## config.mk

```make
export PLATFORM = sky130hd
export DESIGN_NAME = llpll_ctrl
export DESIGN_NICKNAME = d
export VERILOG_FILES = /design/src/rtl/llpll_pkg.sv /design/src/rtl/llpll_sync.sv /design/src/rtl/llpll_regs.sv /design/src/rtl/llpll_fbdiv.sv /design/src/rtl/llpll_pfd.sv /design/src/rtl/llpll_ctrl.sv
export SDC_FILE = /design/constraint.sdc
export NUM_CORES = 1
export LEC_CHECK = 0
export ABC_AREA = 1
export BUFFER_PORTS_ARGS = -buffer_cell sky130_fd_sc_hd__buf_2
export CORE_ASPECT_RATIO = 1.1
export CORE_UTILIZATION = 35
export DETAILED_ROUTE_END_ITERATION = 7
export HOLD_SLACK_MARGIN = 0.15
export PLACE_DENSITY = 0.51
export SLEW_MARGIN = 15
export SYNTH_ARGS = -nofsm -noshare
export SYNTH_HDL_FRONTEND = slang
export SYNTH_HIERARCHICAL = 1
export SYNTH_SLANG_ARGS = --single-unit
```

## constraint.sdc

```tcl
create_clock -name clk -period 3.63 [get_ports clk]
set_clock_uncertainty 0.15 [all_clocks]
set_input_delay 0.5445 -clock clk [delete_from_list [all_inputs] [get_ports clk]]
set_output_delay 0.5445 -clock clk [all_outputs]
set_load 0.1 [all_outputs]
```

## src/rtl/llpll_pkg.sv

```systemverilog
package llpll_pkg;
  localparam int RATIO_W = 12;
  localparam logic [RATIO_W-1:0] DEF_RATIO = 12'd800;
  localparam int ADDR_W = 2;
  localparam int DATA_W = 8;
  localparam logic [ADDR_W-1:0] ADDR_MID = 2'd0;
  localparam logic [ADDR_W-1:0] ADDR_TOP = 2'd1;
  localparam logic [ADDR_W-1:0] ADDR_CTL = 2'd2;

  typedef struct packed {
    logic force_dn;
    logic force_up;
    logic hsync_inv;
    logic coast_inv;
    logic edge_fall;
  } llpll_ctl_t;

  localparam int CTL_W = $bits(llpll_ctl_t);
endpackage

```

## src/rtl/llpll_sync.sv

```systemverilog
module llpll_sync #(
  parameter int WIDTH  = 1,
  parameter int STAGES = 2
) (
  input  logic             clk,
  input  logic             rst_n,
  input  logic [WIDTH-1:0] d,
  output logic [WIDTH-1:0] q
);
  logic [WIDTH-1:0] chain [STAGES];

  always_ff @(posedge clk or negedge rst_n) begin
    if (!rst_n) chain[0] <= '0;
    else        chain[0] <= d;
  end

  for (genvar s = 1; s < STAGES; s++) begin : g_stage
    always_ff @(posedge clk or negedge rst_n) begin
      if (!rst_n) chain[s] <= '0;
      else        chain[s] <= chain[s-1];
    end
  end

  assign q = chain[STAGES-1];
endmodule

```

## src/rtl/llpll_regs.sv

```systemverilog
module llpll_regs
  import llpll_pkg::*;
(
  input  logic               clk,
  input  logic               rst_n,
  input  logic               wr_en,
  input  logic [ADDR_W-1:0]  wr_addr,
  input  logic [DATA_W-1:0]  wr_data,
  output logic [RATIO_W-1:0] ratio,
  output llpll_ctl_t         ctl
);
  localparam int TOP_W = RATIO_W - DATA_W - 1;

  logic [TOP_W-1:0] top_stage;
  logic             par_stage;

  always_ff @(posedge clk or negedge rst_n) begin
    if (!rst_n) begin
      top_stage <= DEF_RATIO[RATIO_W-1 -: TOP_W];
      par_stage <= DEF_RATIO[0];
      ratio     <= DEF_RATIO;
      ctl       <= '0;
    end else if (wr_en) begin
      unique case (wr_addr)
        ADDR_TOP: begin
          top_stage <= wr_data[TOP_W:1];
          par_stage <= wr_data[0];
        end
        ADDR_MID: ratio <= {top_stage, wr_data, par_stage};
        ADDR_CTL: ctl   <= wr_data[CTL_W-1:0];
        default: ;
      endcase
    end
  end

  AST_TOP_STAGE_ONLY: assert property (@(posedge clk) disable iff (!rst_n)
    (wr_en && wr_addr == ADDR_TOP) |=> $stable(ratio))
    else $error("staging write changed ratio");
endmodule

```

## src/rtl/llpll_fbdiv.sv

```systemverilog
module llpll_fbdiv
  import llpll_pkg::*;
(
  input  logic               clk,
  input  logic               rst_n,
  input  logic [RATIO_W-1:0] ratio,
  output logic               fb_clk,
  output logic               fb_evt
);
  logic [RATIO_W-1:0] eff_n;
  logic [RATIO_W-1:0] cnt;

  assign eff_n  = (ratio < RATIO_W'(2)) ? RATIO_W'(2) : ratio;
  assign fb_evt = (cnt >= eff_n - RATIO_W'(1));

  always_ff @(posedge clk or negedge rst_n) begin
    if (!rst_n)      cnt <= '0;
    else if (fb_evt) cnt <= '0;
    else             cnt <= cnt + RATIO_W'(1);
  end

  assign fb_clk = (cnt < (eff_n >> 1));

  AST_FB_RISE_AT_ZERO: assert property (@(posedge clk) disable iff (!rst_n)
    $rose(fb_clk) |-> (cnt == '0))
    else $error("feedback rose away from wrap");
endmodule

```

## src/rtl/llpll_pfd.sv

```systemverilog
module llpll_pfd
  import llpll_pkg::*;
(
  input  logic       clk,
  input  logic       rst_n,
  input  logic       ref_in,
  input  logic       hsync_in,
  input  logic       coast_in,
  input  llpll_ctl_t ctl,
  input  logic       fb_evt,
  output logic       pump_up,
  output logic       pump_dn,
  output logic       line_sync
);
  logic [2:0] raw_s;
  logic       ref_s, ref_p, ref_evt, coast_act;
  logic       up_q, dn_q, both;

  llpll_sync #(.WIDTH(3), .STAGES(2)) u_sync (
    .clk  (clk),
    .rst_n(rst_n),
    .d    ({coast_in, hsync_in, ref_in}),
    .q    (raw_s)
  );

  assign ref_s     = raw_s[0];
  assign line_sync = raw_s[1] ^ ctl.hsync_inv;
  assign coast_act = raw_s[2] ^ ctl.coast_inv;

  always_ff @(posedge clk or negedge rst_n) begin
    if (!rst_n) ref_p <= 1'b0;
    else        ref_p <= ref_s;
  end

  assign ref_evt = ctl.edge_fall ? (ref_p & ~ref_s) : (ref_s & ~ref_p);
  assign both    = up_q & dn_q;

  always_ff @(posedge clk or negedge rst_n) begin
    if (!rst_n) begin
      up_q <= 1'b0;
      dn_q <= 1'b0;
    end else if (coast_act || both) begin
      up_q <= 1'b0;
      dn_q <= 1'b0;
    end else begin
      up_q <= up_q | ref_evt;
      dn_q <= dn_q | fb_evt;
    end
  end

  assign pump_up = up_q | ctl.force_up;
  assign pump_dn = dn_q | ctl.force_dn;

  AST_BOTH_ONE_CYCLE: assert property (@(posedge clk) disable iff (!rst_n)
    (up_q && dn_q) |=> (!up_q && !dn_q))
    else $error("detector reset held");
  AST_COAST_CLEAR: assert property (@(posedge clk) disable iff (!rst_n)
    coast_act |=> (!up_q && !dn_q))
    else $error("detector active in coast");
  AST_REF_SETS_UP: assert property (@(posedge clk) disable iff (!rst_n)
    (ref_evt && !coast_act && !both) |=> up_q)
    else $error("reference edge lost");
endmodule

```

## src/rtl/llpll_ctrl.sv

```systemverilog
module llpll_ctrl
  import llpll_pkg::*;
(
  input  logic              clk,
  input  logic              rst_n,
  input  logic              ref_in,
  input  logic              hsync_in,
  input  logic              coast_in,
  input  logic              wr_en,
  input  logic [ADDR_W-1:0] wr_addr,
  input  logic [DATA_W-1:0] wr_data,
  output logic              fb_clk,
  output logic              pump_up,
  output logic              pump_dn,
  output logic              line_sync
);
  logic [RATIO_W-1:0] ratio;
  llpll_ctl_t         ctl;
  logic               fb_evt;

  llpll_regs u_regs (
    .clk    (clk),
    .rst_n  (rst_n),
    .wr_en  (wr_en),
    .wr_addr(wr_addr),
    .wr_data(wr_data),
    .ratio  (ratio),
    .ctl    (ctl)
  );

  llpll_fbdiv u_div (
    .clk   (clk),
    .rst_n (rst_n),
    .ratio (ratio),
    .fb_clk(fb_clk),
    .fb_evt(fb_evt)
  );

  llpll_pfd u_pfd (
    .clk      (clk),
    .rst_n    (rst_n),
    .ref_in   (ref_in),
    .hsync_in (hsync_in),
    .coast_in (coast_in),
    .ctl      (ctl),
    .fb_evt   (fb_evt),
    .pump_up  (pump_up),
    .pump_dn  (pump_dn),
    .line_sync(line_sync)
  );
endmodule

```

==> impl_metrics.tcl <==
set metrics [dict create \
    fillers 723 \
    numClockSinks 42 \
    area_delta_synth_final_pct 9.94 \
    r2r-end "u_pfd/dn_q" \
    outcome "completed" \
    start_util 0.361 \
    synthesis.area_um2 2530 \
    tns_ns 0 \
    hp-class "in2reg" \
    pwr-share-clk 0.223 \
    r2r_start "u_regs/ratio[5]" \
    relSlewSlack 0.396 \
    maxCapViolCount 0 \
    crit_path_end_kind "flip-flop" \
    required_ns 3.70 \
    rows 32 \
    fin_util 0.397 \
    crit_path_cell_trace "inv_2, nand2_1, nor2_1, nand2_1, nand2_2, inv_2, ha_1, nand3_1, nor3_2, nand3_1, xor2_1, inv_1, ha_1, nand4_1, a21oi_1, nor2_1, nand2_1, nor2_1, nor3_1" \
    r2r_setup_slack_ns 0.35 \
    cpPeakStageDelay_ns 0.59 \
    drt_pass1_iterations 4 \
    ir_worst_vdd_v 0.000304 \
    synth_top_area_frac 0.376 \
    first_global_vias 1926 \
    crit_type "reg2reg" \
    power_frac_comb 0.393 \
    p_sw_frac 0.415 \
    die_w_um 83.1 \
    clkTransAtPathRegs_ns 0.09 \
    tritoncts "done" \
    hold_viol_final 0 \
    wl_per_cell_um 12.2 \
    path_max_fanout 13 \
    rsz0062_at_grt "false" \
    max-clock-path-buffers 2 \
    cellPowerDensity_nw_per_um2 627 \
    finalCriticalPeriod_ns 3.28 \
    period_share 0.905 \
    grt_use_total 0.146 \
    vias 1943 \
    slew_violations 0 \
    critPathCapture "u_pfd/dn_q" \
    clock.fmax_ghz 0.305 \
    wl_mm 5.02 \
    cts_max_level 2 \
    crit_start "u_regs/ratio[5]" \
    syn_nets 349 \
    grt_max_degree 43 \
    ys_seq_area_frac 0.417 \
    p_total_uw 1740 \
    nets 366 \
    dp_hpwl_mm 3.94 \
    arrival_ns 3.36 \
    core_region_area_um2 7010 \
    drc_errors 0 \
    cts_root_buf "clkbuf_8" \
    r2r_cells 19 \
    globalRoute.totalOverflow 0 \
    antenna_left 0 \
    diodes 0 \
    cts-buffers-inserted 5 \
    cts_resized 0 \
    final_cell_mix "82 x nand2_1, 38 x dfrtp_1, 35 x inv_1, 29 x nor2_1, 24 x ha_1" \
    holdWs_ns 0.192 \
    grt_pass1_wl_mm 8.92 \
    synthCells 309 \
    p_int_uw 1020 \
    synth_area_leaders "dfrtp_1 38%, nand2_1 12%, ha_1 12%" \
    synth.distinct_cells 29 \
    die_area_um2 7580 \
    syn_avg_cell_area_um2 8.19 \
    clk_latency_ns 0.30 \
    switchingPower_uw 723 \
    antenna_found_initial 0 \
    setup_viol 0 \
    slowest_stage "dfstp_2" \
    ys.warnings.count 6 \
    p_leak_uw 0.00147 \
    cts_setup_buffers 0 \
    tightest_slew_ns 0.906 \
    io_buffer_count 19 \
    routabilityCongestion 0.789 \
    drtIter0Drc 38 \
    cp-start-kind "flip-flop" \
    drive_above_1_share 0.138 \
    pin_count 20 \
    via_per_inst 4.72 \
    ys_ff_latch 42 \
    layout_commonest_cell "nand2_1" \
    yosys.area.top_type "dfrtp_1" \
    holdBufCountCts 0 \
    dieHeight_um 91.2 \
    p_seq_frac 0.384 \
]
## routing by layer
layer,global-route usage,part of all wire,vias to the layer above
met2,0.256,0.49,24
li1,-,-,1020
met5,0,0,-
met3,0.0291,0.026,4
met4,0.0474,0.014,0
met1,0.179,0.47,895
## critical path, delay by kind of cell (launching register included)
family,cells,cell delay (ns)
buffers and inverters,3,0.16
adders and majority gates,2,0.47
DFF,1,0.59
AOI/OAI and AO/OA,1,0.14
xor gates and xnor gates,1,0.14
and+or+nand+nor,12,1.56
## worst min path at each step
stage,from,end,cells after the start
global placement,u_pfd/u_sync/chain[3],u_pfd/u_sync/q[0],0
finish,ref_in,u_pfd/u_sync/chain[3],1
floorplan,rst_n,u_div/cnt[0],0
global route,hsync_in,u_pfd/u_sync/chain[4],1
detailed placement,u_pfd/u_sync/chain[3],u_pfd/u_sync/q[0],0
CTS,hsync_in,u_pfd/u_sync/chain[4],1
## through the flow
stage,std cells,instance area (um2),setup WS [ns]
floorplan,309,2530,0.723
global placement,404,2670,0.495
detailed placement,404,2670,0.346
CTS,412,2780,0.342
global route,412,2780,0.00772
finish,412,2780,0.347
## kinds of logic (layout without fill, tap and decap cells)
family / after synthesis / after routing / synth area share
AO/OA/AOI/OAI: 19 / 19 / 0.0420
XOR/XNOR: 16 / 16 / 0.0554
adder cells (fa/ha/maj): 24 / 24 / 0.119
buffers and inverters: 46 / 64 / 0.0816
flip-flops: 42 / 42 / 0.417
AND/OR/NAND/NOR: 162 / 162 / 0.285
## flip-flops by register name (all words and copies together) (netlist names)
name and cells:
u_div/cnt 12, u_regs/ratio 12, u_regs/ctl 5, u_pfd/u_sync/chain 3, u_pfd/u_sync/q 3, u_regs/top_stage 3, u_pfd/dn_q 1, u_pfd/ref_p 1
u_pfd/up_q 1, u_regs/par_stage 1
## cell usage after synthesis, drive strengths merged
cell type	instances
nor3b	1
inv	37
nor2	32
a21oi	10
or2	3
nand4	14
nor3	5
buf	9
nand2	84
a21boi	1
xnor2	3
ha	24
dfrtp	38
nand3	23
o21ai	6
o21a	1
dfstp	4
o21bai	1
xor2	13
## power by group through the flow
stage / Sequential, uW / Combinational, uW / Clock (uW)
floorplan: 646 / 564 / 0
global placement: 677 / 680 / 0
detailed placement: 681 / 693 / 0
CTS: 673 / 695 / 403
global route: 686 / 797 / 420
finish: 669 / 685 / 390
## layout make-up
cell class                 instances  area [um2]  share of cell area
multi-input combinational        221        1270               0.456
timing repair buffer              19        95.1              0.0342
inverter                          37         139              0.0499
tap                               85         106              0.0382
clock inverter                     3        48.8              0.0175
sequential                        42        1060               0.379
clock buffer                       5        68.8              0.0247
No activity file was read; power rests on OpenSTA's default activity.
